==> src/rtl/daf_pkg.sv <==
package daf_pkg;

    typedef enum logic [1:0] {
        S_IDLE,
        S_COLLECT,
        S_DECIDE,
        S_DONE
    } daf_state_e;

    localparam int          CRC_W    = 32;
    localparam logic [31:0] CRC_POLY = 32'h04C1_1DB7;
    localparam logic [31:0] CRC_SEED = 32'hFFFF_FFFF;

    // One byte into a left-shifting CRC register, data taken LSB first.
    function automatic logic [CRC_W-1:0] crc_step_byte(input logic [CRC_W-1:0] cur,
                                                       input logic [7:0]       din);
        logic [CRC_W-1:0] r;
        r = cur;
        for (int i = 0; i < 8; i++) begin
            if (r[CRC_W-1] ^ din[i])
                r = {r[CRC_W-2:0], 1'b0} ^ CRC_POLY;
            else
                r = {r[CRC_W-2:0], 1'b0};
        end
        return r;
    endfunction

endpackage

==> src/rtl/daf_cfg_regs.sv <==
module daf_cfg_regs #(
    parameter int ADDR_BYTES  = 6,
    parameter int FILTER_REGS = 8,
    parameter int CFG_AW      = 4,
    localparam int FILTER_BITS = FILTER_REGS * 8,
    localparam int CTRL_ADDR   = ADDR_BYTES + FILTER_REGS
) (
    input  logic                         clk,
    input  logic                         rst_n,
    input  logic                         we,
    input  logic [CFG_AW-1:0]            addr,
    input  logic [7:0]                   wdata,
    output logic [ADDR_BYTES-1:0][7:0]   station,
    output logic [FILTER_BITS-1:0]       filter,
    output logic                         bcast_en,
    output logic                         mcast_en
);

    logic [7:0] station_q [ADDR_BYTES];
    logic [7:0] filter_q  [FILTER_REGS];
    logic [1:0] ctrl_q;

    for (genvar i = 0; i < ADDR_BYTES; i++) begin : g_station
        always_ff @(posedge clk) begin
            if (!rst_n)
                station_q[i] <= '0;
            else if (we && addr == CFG_AW'(i))
                station_q[i] <= wdata;
        end
        assign station[i] = station_q[i];
    end

    for (genvar j = 0; j < FILTER_REGS; j++) begin : g_filter
        always_ff @(posedge clk) begin
            if (!rst_n)
                filter_q[j] <= '0;
            else if (we && addr == CFG_AW'(ADDR_BYTES + j))
                filter_q[j] <= wdata;
        end
        assign filter[8*j +: 8] = filter_q[j];
    end

    always_ff @(posedge clk) begin
        if (!rst_n)
            ctrl_q <= '0;
        else if (we && addr == CFG_AW'(CTRL_ADDR))
            ctrl_q <= wdata[1:0];
    end

    assign bcast_en = ctrl_q[0];
    assign mcast_en = ctrl_q[1];

endmodule

==> src/rtl/daf_hash.sv <==
module daf_hash
    import daf_pkg::*;
#(
    parameter int HASH_W = 6
) (
    input  logic              clk,
    input  logic              rst_n,
    input  logic              restart,
    input  logic              take,
    input  logic [7:0]        din,
    output logic [HASH_W-1:0] index
);

    logic [CRC_W-1:0] crc_q;

    always_ff @(posedge clk) begin
        if (!rst_n || restart)
            crc_q <= CRC_SEED;
        else if (take)
            crc_q <= crc_step_byte(crc_q, din);
    end

    assign index = crc_q[CRC_W-1 -: HASH_W];

endmodule

==> src/rtl/daf_matcher.sv <==
module daf_matcher #(
    parameter int ADDR_BYTES = 6,
    parameter int IDX_W      = 3
) (
    input  logic                       clk,
    input  logic                       rst_n,
    input  logic                       restart,
    input  logic                       take,
    input  logic [IDX_W-1:0]           idx,
    input  logic [7:0]                 din,
    input  logic [ADDR_BYTES-1:0][7:0] station,
    output logic                       station_hit,
    output logic                       all_ones,
    output logic                       group
);

    logic [7:0] ref_byte;

    always_comb begin
        ref_byte = '0;
        for (int k = 0; k < ADDR_BYTES; k++)
            if (idx == IDX_W'(k))
                ref_byte = station[k];
    end

    always_ff @(posedge clk) begin
        if (!rst_n || restart) begin
            station_hit <= 1'b1;
            all_ones    <= 1'b1;
            group       <= 1'b0;
        end else if (take) begin
            station_hit <= station_hit & (din == ref_byte);
            all_ones    <= all_ones & (&din);
            if (idx == '0)
                group <= din[0];
        end
    end

endmodule

==> src/rtl/daf_filter.sv <==
module daf_filter
    import daf_pkg::*;
#(
    parameter int ADDR_BYTES = 6,
    parameter int HASH_W     = 6,
    localparam int FILTER_BITS = 1 << HASH_W,
    localparam int FILTER_REGS = FILTER_BITS / 8,
    localparam int CFG_AW      = $clog2(ADDR_BYTES + FILTER_REGS + 1),
    localparam int IDX_W       = $clog2(ADDR_BYTES)
) (
    input  logic              clk,
    input  logic              rst_n,
    input  logic              frame_start,
    input  logic              byte_valid,
    input  logic [7:0]        byte_data,
    input  logic              cfg_we,
    input  logic [CFG_AW-1:0] cfg_addr,
    input  logic [7:0]        cfg_wdata,
    output logic              decision_valid,
    output logic              accept,
    output logic              fifo_clear
);

    daf_state_e state_q, state_d;
    logic [IDX_W-1:0] idx_q;
    logic take, last_byte, verdict;

    logic [ADDR_BYTES-1:0][7:0] station;
    logic [FILTER_BITS-1:0]     filter;
    logic                       bcast_en, mcast_en;
    logic [HASH_W-1:0]          hash_idx;
    logic                       phys_flag, ones_flag, grp_flag;

    assign take      = (state_q == S_COLLECT) && byte_valid && !frame_start;
    assign last_byte = (idx_q == IDX_W'(ADDR_BYTES - 1));

    daf_cfg_regs #(
        .ADDR_BYTES (ADDR_BYTES),
        .FILTER_REGS(FILTER_REGS),
        .CFG_AW     (CFG_AW)
    ) u_regs (
        .clk     (clk),
        .rst_n   (rst_n),
        .we      (cfg_we),
        .addr    (cfg_addr),
        .wdata   (cfg_wdata),
        .station (station),
        .filter  (filter),
        .bcast_en(bcast_en),
        .mcast_en(mcast_en)
    );

    daf_hash #(.HASH_W(HASH_W)) u_hash (
        .clk    (clk),
        .rst_n  (rst_n),
        .restart(frame_start),
        .take   (take),
        .din    (byte_data),
        .index  (hash_idx)
    );

    daf_matcher #(.ADDR_BYTES(ADDR_BYTES), .IDX_W(IDX_W)) u_match (
        .clk        (clk),
        .rst_n      (rst_n),
        .restart    (frame_start),
        .take       (take),
        .idx        (idx_q),
        .din        (byte_data),
        .station    (station),
        .station_hit(phys_flag),
        .all_ones   (ones_flag),
        .group      (grp_flag)
    );

    // State register and byte counter
    always_ff @(posedge clk) begin
        if (!rst_n) begin
            state_q <= S_IDLE;
            idx_q   <= '0;
        end else begin
            state_q <= state_d;
            if (frame_start)
                idx_q <= '0;
            else if (take)
                idx_q <= idx_q + 1'b1;
        end
    end

    always_comb begin
        state_d = state_q;
        unique case (state_q)
            S_IDLE:    if (frame_start) state_d = S_COLLECT;
            S_COLLECT: begin
                if (frame_start)
                    state_d = S_COLLECT;
                else if (take && last_byte)
                    state_d = S_DECIDE;
            end
            S_DECIDE:  state_d = frame_start ? S_COLLECT : S_DONE;
            S_DONE:    if (frame_start) state_d = S_COLLECT;
        endcase
    end

    // Outputs
    always_comb begin
        if (grp_flag)
            verdict = ones_flag ? bcast_en : (mcast_en & filter[hash_idx]);
        else
            verdict = phys_flag;
        decision_valid = (state_q == S_DECIDE);
        accept         = decision_valid & verdict;
        fifo_clear     = decision_valid & ~verdict;
    end

endmodule

==> config.mk <==
export PLATFORM = sky130hd
export DESIGN_NAME = daf_filter
export DESIGN_NICKNAME = d
export VERILOG_FILES = /design/src/rtl/daf_pkg.sv /design/src/rtl/daf_cfg_regs.sv /design/src/rtl/daf_hash.sv /design/src/rtl/daf_matcher.sv /design/src/rtl/daf_filter.sv
export SDC_FILE = /design/constraint.sdc
export NUM_CORES = 1
export LEC_CHECK = 0
export BUFFER_PORTS_ARGS = -buffer_cell sky130_fd_sc_hd__buf_4
export CAP_MARGIN = 15
export CORE_MARGIN = 8
export CORE_UTILIZATION = 67
export CTS_CLUSTER_SIZE = 20
export DETAILED_ROUTE_END_ITERATION = 10
export PLACE_DENSITY = 0.81
export SYNTH_ARGS = -nofsm -noshare
export SYNTH_HDL_FRONTEND = slang
export SYNTH_SLANG_ARGS = --single-unit
==> constraint.sdc <==
create_clock -name clk -period 3.9 [get_ports clk]
set_input_delay 0.195 -clock clk [delete_from_list [all_inputs] [get_ports clk]]
set_output_delay 0.195 -clock clk [all_outputs]
set_load 0.03 [all_outputs]
==> summary.txt, run 1 <==
Outcome
  – Outcome: completed

Critical path
  – CP startpoint kind: flop
  – Reg2Reg Capture Point: u_match.station_hit
  – Worst reg2reg path startpoint: idx_q[1]
  – Worst Setup EP: accept
  – Crit path from: u_hash.crc_q[27]
  – Worst Path Arrival: between 3 and 4 ns
  – Reg2Reg Depth: 9
  – Critical Path End Type: output port
  – R2R setup slack: 1.06 ns
  – CP Class: flop to output port
  – Required @ worst endpoint: 3.70 ns
  – CP Max Fanout: 10

Finish
  – Filler cell count: roughly 700
  – Fraction of layout cells with a size suffix above 1: approximately 16%
  – Diodes inserted: 0
  – Multi-input logic area: around 3400 um^2
  – Synth-to-Final Area Change: 12.1%
  – Fin nets: between 600 and 700
  – Register area: approximately 4200 um^2

STA
  – Setup_tns: 0 ns
  – Setup violators final: 0
  – Minimum clock period: roughly 3.3 ns
  – Rel. slew slack: around a fifth
  – Final hold viol count: 0
  – Slew @ Worst Pin: around 1.2 ns
  – Count of pins over their slew limit: 0
  – Worst Clk Skew: 0.00436 ns
  – RSZ-0062 raised after global routing: no
  – Fmax: a little over 0.3 GHz
  – Final Cycle Share: between 80% and 90%

Placed design
  – I/O Buffers: 27
  – Placer congestion estimate: about 0.89
  – DPL Wire Length: about 12000 um

Floorplan
  – Die Y: approximately 120 um
  – Io pins: 28
  – Die Area: roughly 15000 um^2
  – Die Wd: 124 um
  – Row cnt: 39
  – Core ar.: 11400 um^2
  – Starting density of the core: just under 70%

Detailed routing
  – DR WL/cell: between 20 and 25 um
  – Via count: 5068
  – Final ANT Viol Nets: 0
  – Number of remaining DRC errors: 0
  – Vias per cell: around 6.2
  – Initial DRC count: 535
  – Drt first pass iters: 6
  – WL final: approximately 18000 um

Global routing
  – Largest net degree at the start of global routing: 65
  – Overall global routing resource usage: 24.2%
  – Number of global-route vias before repair: between 5000 and 6000
  – First-pass GRT wire length: about 27000 um
  – Initial antenna violation count: 0
  – Remaining Overflow, GRT: 0

Clocking
  – Reg clk slew, reported paths: around 0.06 ns
  – CTS sink cnt: between 150 and 200
  – Clk root buf: clkbuf_16
  – Clock Latency Late Sink: between 0.4 and 0.5 ns
  – H-Tree Depth: 4
  – Num CTS Buffers: 17
  – TritonCTS clock tree: yes
  – Cts repair resizes: 0
  – Maximum buffer depth of the clock tree: 2

Power and ir drop
  – P_leak: around 3.3 nW
  – Final Total Pwr: about 4.2 mW
  – Power Density: slightly below 500 nW/um^2
  – VDD IR max: 0.541 mV

Synthesis
  – Top FF cell, synth: edfxtp_1
  – Ys Warns: 0
  – Cell with the most instances after synthesis: and2_1
  – Yosys top cell by area: edfxtp_1
  – Post-synthesis sequential area ratio: between 50% and 60%
  – #FFs+latches synth: around 150
  – Yosys top cell area share: 43.1%
  – Distinct cells, synth: 51
  – Top cells by area, synth: edfxtp_1 (43%), dfxtp_1 (11%), and2_1 (9.1%)
  – Netlist Area Pre-Place: 7800 um^2
  – Number of synthesized flops with an enable pin: 112
  – Post-synth top cells: and2_1 (113), edfxtp_1 (112), nand2_1 (52)
  – Synth Net Count: between 600 and 700
  – Post-synth ARST share: 0%
  – Avg Cell Area, Syn: between 10 and 15 um^2
  – Synthesized netlist cell count: between 600 and 700

Hold path
  – HP Class: input port to flop
  – Hold Path Stages: 2

Flow run
  – Max Cap Viol: 0
-- metrics by stage --
stage          hold slack (ns)  instances  util [%]  area, um^2  setup slack [ns]
5_1_grt                 0.0246        816      76.6        8750             0.413
3_3_place_gp             0.436        775      70.5        8050              1.08
2_1_floorplan            0.313        637         -        7800              1.60
3_5_place_dp             0.442        777      70.6        8070              1.03
4_1_cts                0.00626        810      76.3        8710             0.563
6_report                0.0231        816      76.6        8750             0.591
-- state kept, by name (all words and copies together), names as in the netlist --
name	count
state_q	2
u_match.group	1
u_match.all_ones	1
u_match.station_hit	1
u_regs.filter_q	64
u_regs.ctrl_q	2
u_regs.station_q	48
idx_q	3
u_hash.crc_q	32
-- worst max-delay path: stages, from the launching register on --
cell,delay [ns]
dfxtp_1,0.72
buf_4,0.31
mux4_2,0.52
mux4_2,0.47
nand4b_1,0.11
nand4b_1,0.18
and2_1,0.21
buf_4,0.16
-- worst min-delay path by stage --
| stage | from | to | slack (ns) |
|---|---|---|---|
| after CTS | byte_valid | idx_q[2] | 0.006 |
| after global placement | frame_start | state_q[0] | 0.44 |
| final | byte_valid | idx_q[2] | 0.02 |
| after global routing | byte_valid | idx_q[2] | 0.02 |
| after floorplan | byte_valid | idx_q[2] | 0.31 |
| after detailed placement | frame_start | state_q[0] | 0.44 |
-- layer usage --
| layer | track usage, % | vias up | part of all wire [%] |
|---|---|---|---|
| met4 | 9.52 | 0 | 1.9 |
| met5 | 0 | - | 0 |
| li1 | - | 2330 | - |
| met3 | 6.30 | 31 | 8.7 |
| met1 | 30.9 | 2481 | 40 |
| met2 | 39.1 | 226 | 49 |
-- layout by cell type (no fill, tap or decap), drive strengths merged, types with 13 or more instances in the layout --
master	instances
o211ai	29
buf	36
o21ai	23
inv	13
dfxtp	42
mux4	17
nor2	26
nand2	52
clkbuf	25
xor2	22
edfxtp	112
xnor2	56
and2	113
-- power breakdown --
| group | internal, mW | switching [mW] |
|---|---|---|
| Clock | 1.14 | 0.652 |
| Sequential | 1.84 | 0.0522 |
| Combinational | 0.248 | 0.310 |
| Total | 3.23 | 1.01 |
-- final cells by class --
cell class              instances  area share, %
clock buffers                  22           5.08
multi-input cells             435           38.8
well taps                     143           2.04
clock inverters                10           2.20
repair buffers                 40           3.35
inverters                      12          0.515
flip-flops and latches        154           48.0
-- cells by family (layout without fill, tap and decap cells) --
group / after synthesis / after routing / synth area share, %
flops: 154 / 154 / 53.9
fa+ha+maj: 8 / 8 / 1.28
compound gates: 96 / 96 / 8.61
buf+inv: 48 / 84 / 2.74
xor+xnor: 78 / 78 / 11.6
simple gates: 229 / 229 / 16.1
mux: 24 / 24 / 5.80
-- what timing repair did --
| action | in CTS | in global routing |
|---|---|---|
| hold buffers | 1 | 0 |
| buffers inserted | 0 | 0 |
| hold endpoints to repair | 1 | 0 |
Power figures use the tool's default switching activity.
==> inputs of run 2 (changes only) <==
CORE_UTILIZATION = 56   (was 67)
PLACE_DENSITY = 0.72   (was 0.81)
clock period = 2.8 ns   (was 3.9 ns; I/O delays follow)
==> summary.txt, run 2 (same netlist as run 1, synthesis figures left out) <==
Finish
  – Max reg flops: 64 (unchanged)
  – Design area: 8900 um^2 (+1.8%)
  – Non-filler cells, final: 868 (+6.4%)
  – Largest regs: u_regs.filter_q: 64 flops, u_regs.station_q: 48 flops, u_hash.crc_q: 32 flops
  – Fin nets: 708 (+2.2%)
  – Filler cell count: 1035 (+44%)
  – Most frequent cells in the layout: and2_1 (112), edfxtp_1 (112), nand2_1 (51)
  – Synth-to-Final Area Change: 14.1%
  – Reg with most FFs: u_regs.filter_q
  – Diodes inserted: 0 (unchanged)
  – Fraction of layout cells with a size suffix above 1: 18.5% (+2.9 points)

Placed design
  – Place WS: 0.162 ns (-0.871 ns)
  – Placed instance count: 829 (+6.7%)
  – DPL Wire Length: 11900 um (+2.8%)
  – I/O Buffers: 27 (unchanged)
  – Placer congestion estimate: 0.843 (-5.7%)
  – Placed inst area: 8240 um^2 (+2.2%)

Floorplan
  – Core ar.: 13800 um^2 (+21%)
  – Io pins: 28 (unchanged)
  – Die Area: 18000 um^2 (+17%)
  – Row cnt: 43 (+10%)
  – Starting density of the core: 56.7% (-12 points)
  – Die Y: 134 um (+8.2%)
  – Die Wd: 134 um (+8.2%)

Clocking
  – Num CTS Buffers: 17 (unchanged)
  – Maximum buffer depth of the clock tree: 2 (unchanged)
  – H-Tree Depth: 4 (unchanged)
  – Clock Latency Late Sink: 0.42 ns (about the same)
  – CTS sink cnt: 154 (unchanged)
  – Reg clk slew, reported paths: 0.06 ns (about the same)
  – Clk root buf: clkbuf_16
  – TritonCTS clock tree: yes

Power and ir drop
  – NetSw: 1.39 mW (+37%)
  – Sequential power share: 47.0% (+2.3 points)
  – Comb pwr share: 14.4% (+1.3 points)
  – Power share of the clock group: 38.6% (-3.6 points)
  – Switching Share: 24.8% (+0.94 points)
  – P_leak: 3.34 nW (+1.5%)
  – Internal: 4.20 mW (+30%)
  – Power Density: 627 nW/um^2 (+29%)
  – VDD IR max: 0.513 mV (-5.3%)

Detailed routing
  – Drt first pass iters: 5 (-1)
  – DR WL/cell: 20.0 um (-7.0%)
  – Final ANT Viol Nets: 0 (unchanged)
  – WL final: 17400 um (-1.1%)
  – Via count: 5021 (-0.93%)
  – Number of remaining DRC errors: 0 (unchanged)
  – Initial DRC count: 402 (-25%)
  – Vias per cell: 5.78 (-6.9%)

Critical path
  – CP Class: flop to output port
  – Cell Chain, Critical Path: buf_12 -> mux4_2 -> a2111oi_2 -> a31oi_1 -> nand3_1 -> nand4b_1 -> and2_4 -> buf_6
  – Required @ worst endpoint: 2.66 ns (-1.04 ns)
  – Critical path's top delay family: simple AND/OR/NAND/NOR gates
  – CP Max Fanout: 8 (-2)
  – Total number of cells along the worst setup path: 8 (+1)
  – Buf+Inv Stages, Crit Path: 2 (unchanged)
  – Critical Path End Type: output port
  – Slowest stage delay, CP: 0.51 ns (-0.21 ns)
  – CP startpoint kind: flop
  – Reg2Reg Depth: 9 (unchanged)
  – Slowest CP cell: mux4_2
  – Worst Path Arrival: 2.62 ns (-0.49 ns)

Global routing
  – Number of global-route vias before repair: 5000 (-0.62%)
  – Overall global routing resource usage: 20.0% (-4.2 points)
  – Remaining Overflow, GRT: 0 (unchanged)
  – Initial antenna violation count: 0 (unchanged)
  – First-pass GRT wire length: 27400 um (+0.15%)
  – Largest net degree at the start of global routing: 65 (unchanged)

Hold path
  – Hold Path Stages: 3 (+1)
  – HP Class: input port to flop

STA
  – Setup violators final: 0 (unchanged)
  – Fmax: 0.362 GHz
  – Worst Clk Skew: 0.00453 ns (+0.000168 ns)
  – Rel. slew slack: 53.7% (+33 points)
  – Minimum clock period: 2.76 ns
  – Slew @ Worst Pin: 0.692 ns (-0.482 ns)
  – Final hold viol count: 0 (unchanged)
  – RSZ-0062 raised after global routing: yes
  – Setup ws final: 0.0358 ns (-0.555 ns)
  – Count of pins over their slew limit: 0 (unchanged)
  – Final Cycle Share: around 99%

Outcome
  – Outcome: completed

Flow run
  – Max Cap Viol: 0 (unchanged)
==> run 2: path summary, 6_finish.rpt <==
| kind | start | end | slack (ns) |
|---|---|---|---|
| max | u_hash.crc_q[27] | accept | 0.04 |
| min | byte_data[0] | u_match.group | 0.05 |
| max reg2reg | idx_q[2] | u_match.station_hit | 0.31 |
| min reg2reg | u_regs.ctrl_q[1] | u_regs.ctrl_q[1] | 0.50 |
==> run 2: power groups by stage <==
stage / Clock (mW) / Combinational, mW / Sequential, mW
2_1_floorplan: 0 / 0.593 / 2.64
3_3_place_gp: 0 / 0.771 / 2.67
3_5_place_dp: 0 / 0.786 / 2.67
4_1_cts: 2.17 / 0.799 / 2.62
5_1_grt: 2.27 / 0.873 / 2.63
6_report: 2.15 / 0.806 / 2.62
==> run 2: repair_timing <==
action                                 in CTS  in global routing
setup buffers                               3                  2
setup endpoints to repair                   2                  3
pin swaps                                   2                  2
resized for setup                           3                 10
hold buffers                                2                  0
endpoints found under the hold margin       2                  0
==> run 2: cell type report <==
class                      count  area (um^2)  area share [%]
sequential                   154         4210            47.3
multi-input combinational    435         3410            38.3
clock buffer                  22          464            5.21
timing repair buffer          55          454            5.10
tap                          180          225            2.53
clock inverter                10         95.1            1.07
inverter                      12         45.0           0.506
==> run 2: per-layer routing <==
| metal | vias up | share of wire, % | global-route usage [%] |
|---|---|---|---|
| met5 | - | 0 | 0 |
| met3 | 21 | 6.6 | 5.80 |
| met2 | 182 | 49 | 32.5 |
| met1 | 2461 | 43 | 25.7 |
| met4 | 0 | 1.4 | 5.30 |
| li1 | 2357 | - | - |
==> run 2: worst min-delay path, delay by kind of cell <==
family | cells | cell delay, ns
buf+inv | 1 | 0.15
mux | 1 | 0.08
simple gates | 1 | 0.07
==> run 2: through the flow <==
step / setup TNS, ns / power (mW) / util, % / hold slack, ns
2_1_floorplan: 0 / 3.24 / - / 0.258
3_3_place_gp: 0 / 3.44 / 59.8 / 0.381
3_5_place_dp: 0 / 3.46 / 59.8 / 0.385
4_1_cts: 0 / 5.59 / 64.2 / 0.0490
5_1_grt: -0.197 / 5.77 / 64.7 / 0.0808
6_report: 0 / 5.58 / 64.7 / 0.0534
==> inputs of run 3 (changes only) <==
CORE_UTILIZATION = 62   (was 56)
PLACE_DENSITY = 0.76   (was 0.72)
clock period = 3.1 ns   (was 2.8 ns; I/O delays follow)
==> summary.txt, run 3 (same netlist as run 1, synthesis figures left out) <==
Finish
  – Synth-to-Final Area Change: 12.4%
  – Filler cell count: 893 (-14%)
  – Most frequent cells in the layout: and2_1 (113), edfxtp_1 (112), nand2_1 (51)
  – Diodes inserted: 0 (unchanged)
  – Fin nets: 701 (-0.99%)
  – Largest regs: u_regs.filter_q: 64 flops, u_regs.station_q: 48 flops, u_hash.crc_q: 32 flops
  – Fraction of layout cells with a size suffix above 1: 17.0% (-1.4 points)
  – Reg with most FFs: u_regs.filter_q
  – Commonest non-fill, non-tap cell in the layout: and2_1
  – Max reg flops: 64 (unchanged)

Power and ir drop
  – VDD IR max: 0.567 mV (+11%)
  – P_leak: 3.29 nW (-1.5%)
  – Power Density: 573 nW/um^2 (-8.7%)

Floorplan
  – Die Y: 128 um (-4.4%)
  – Row cnt: 41 (-4.7%)
  – Die Wd: 128 um (-4.4%)
  – Io pins: 28 (unchanged)
  – Core ar.: 12500 um^2 (-9.5%)
  – Die Area: 16400 um^2 (-8.5%)
  – Starting density of the core: 62.6% (+5.9 points)

Detailed routing
  – DR WL/cell: 20.4 um (+2.0%)
  – Met1 wire length: 7010 um (-6.6%)
  – Via count: 5061 (+0.80%)
  – WL final: 17400 um (+0.27%)
  – Initial DRC count: 504 (+25%)
  – Final ANT Viol Nets: 0 (unchanged)
  – Met2 wire len: 8710 um (+2.5%)
  – Number of remaining DRC errors: 0 (unchanged)
  – Uppermost layer routed: met4
  – Vias per cell: 5.93 (+2.6%)
  – Routed met3 length: 1260 um (+10%)
  – Drt first pass iters: 5 (unchanged)

STA
  – Rel. slew slack: 27.3% (-26 points)
  – RSZ-0062 raised after global routing: no
  – Setup ws final: 0.200 ns (+0.164 ns)
  – Final hold viol count: 0 (unchanged)
  – Slew @ Worst Pin: 1.08 ns (+0.387 ns)
  – Count of pins over their slew limit: 0 (unchanged)
  – Fmax: around 0.34 GHz
  – Minimum clock period: a little under 3 ns
  – Setup_tns: 0 ns (unchanged)
  – Setup violators final: 0 (unchanged)
  – Worst Clk Skew: 0.00626 ns (+0.00173 ns)
  – Final Cycle Share: between 90% and 100%

Placed design
  – Placer congestion estimate: 0.838 (-0.68%)
  – Place WS: 0.458 ns (+0.296 ns)
  – DPL Wire Length: 11800 um (-0.40%)
  – I/O Buffers: 27 (unchanged)

Hold path
  – HP Class: input port to flop
  – Hold Path Stages: 2 (-1)
  – Worst hold start: rst_n
  – Worst hold endpoint: state_q[0]

Critical path
  – R2R setup slack: 0.43 ns (+0.12 ns)
  – Required @ worst endpoint: 2.94 ns (+0.28 ns)
  – Worst reg2reg path startpoint: idx_q[1]
  – Critical Path End Type: output port
  – Reg2Reg Capture Point: u_match.station_hit
  – CP Max Fanout: 8 (unchanged)
  – CP startpoint kind: flop
  – Worst Path Arrival: 2.75 ns (+0.13 ns)
  – CP Class: flop to output port
  – Reg2Reg Depth: 9 (unchanged)
  – Crit path from: u_hash.crc_q[27]

Global routing
  – Number of global-route vias before repair: 5076 (+1.5%)
  – Remaining Overflow, GRT: 0 (unchanged)
  – Initial antenna violation count: 0 (unchanged)
  – Overall global routing resource usage: 22.7% (+2.7 points)
  – First-pass GRT wire length: 27900 um (+1.8%)
  – Largest net degree at the start of global routing: 65 (unchanged)

Flow run
  – Max Cap Viol: 0 (unchanged)

Clocking
  – Num CTS Buffers: 17 (unchanged)
  – Clock Latency Late Sink: 0.43 ns (about the same)
  – H-Tree Depth: 4 (unchanged)
  – Post-CTS setup buffer count: 0 (-3)
  – CTS sink cnt: 154 (unchanged)
  – Clk root buf: clkbuf_16
  – TritonCTS clock tree: yes
  – Reg clk slew, reported paths: 0.06 ns (about the same)
  – Maximum buffer depth of the clock tree: 2 (unchanged)

Outcome
  – Outcome: completed
==> run 3: critical path, stage by stage, from the launching register on <==
cell and delay (ns):
dfxtp_2 0.47, mux4_2 0.53, nor2b_1 0.15, a2111oi_0 0.39, a31oi_1 0.10, nand3_1 0.13
nand4b_1 0.17, and2_1 0.21, buf_4 0.16
==> run 3: worst max path at each step <==
stage,end,cells past startpoint
5_1_grt,accept,8
6_report,accept,8
3_5_place_dp,accept,8
4_1_cts,accept,8
3_3_place_gp,accept,8
2_1_floorplan,fifo_clear,8
==> run 3: power breakdown <==
part           switching [mW]  internal (mW)
registers              0.0588           2.32
logic                   0.391          0.320
clock network           0.816           1.12
total                    1.27           3.76
==> run 3: metrics by stage <==
step / util (%) / hold WS, ns / power (mW) / area [um^2] / cells
floorplan: - / 0.273 / 2.92 / 7800 / 637
global placement: 65.7 / 0.402 / 3.10 / 8190 / 818
detailed placement: 65.7 / 0.406 / 3.12 / 8190 / 818
CTS: 70.3 / 0.0733 / 5.03 / 8760 / 852
global route: 70.4 / 0.0872 / 5.19 / 8770 / 853
finish: 70.4 / 0.0961 / 5.02 / 8770 / 853
==> run 3: metal layers <==
| layer | GRT usage, % | vias to the layer above |
|---|---|---|
| met1 | 28.4 | 2484 |
| met5 | 0 | - |
| met4 | 9.58 | 0 |
| met3 | 5.57 | 43 |
| met2 | 36.8 | 199 |
| li1 | - | 2335 |
==> run 3: layout make-up <==
class / instances / area (um^2) / share of cell area [%]
Clock inverter: 12 / 103 / 1.17
Multi-Input combinational cell: 435 / 3390 / 38.7
Inverter: 12 / 45.0 / 0.514
Timing Repair Buffer: 48 / 363 / 4.14
Tap cell: 172 / 215 / 2.45
Clock buffer: 20 / 447 / 5.09
Sequential cell: 154 / 4210 / 48.0
==> run 3: what timing repair did <==
action / in CTS / in global routing
endpoints found under the hold margin: 2 / 0
resized for setup: 1 / 1
setup endpoints to repair: 1 / 1
hold buffers: 2 / 0
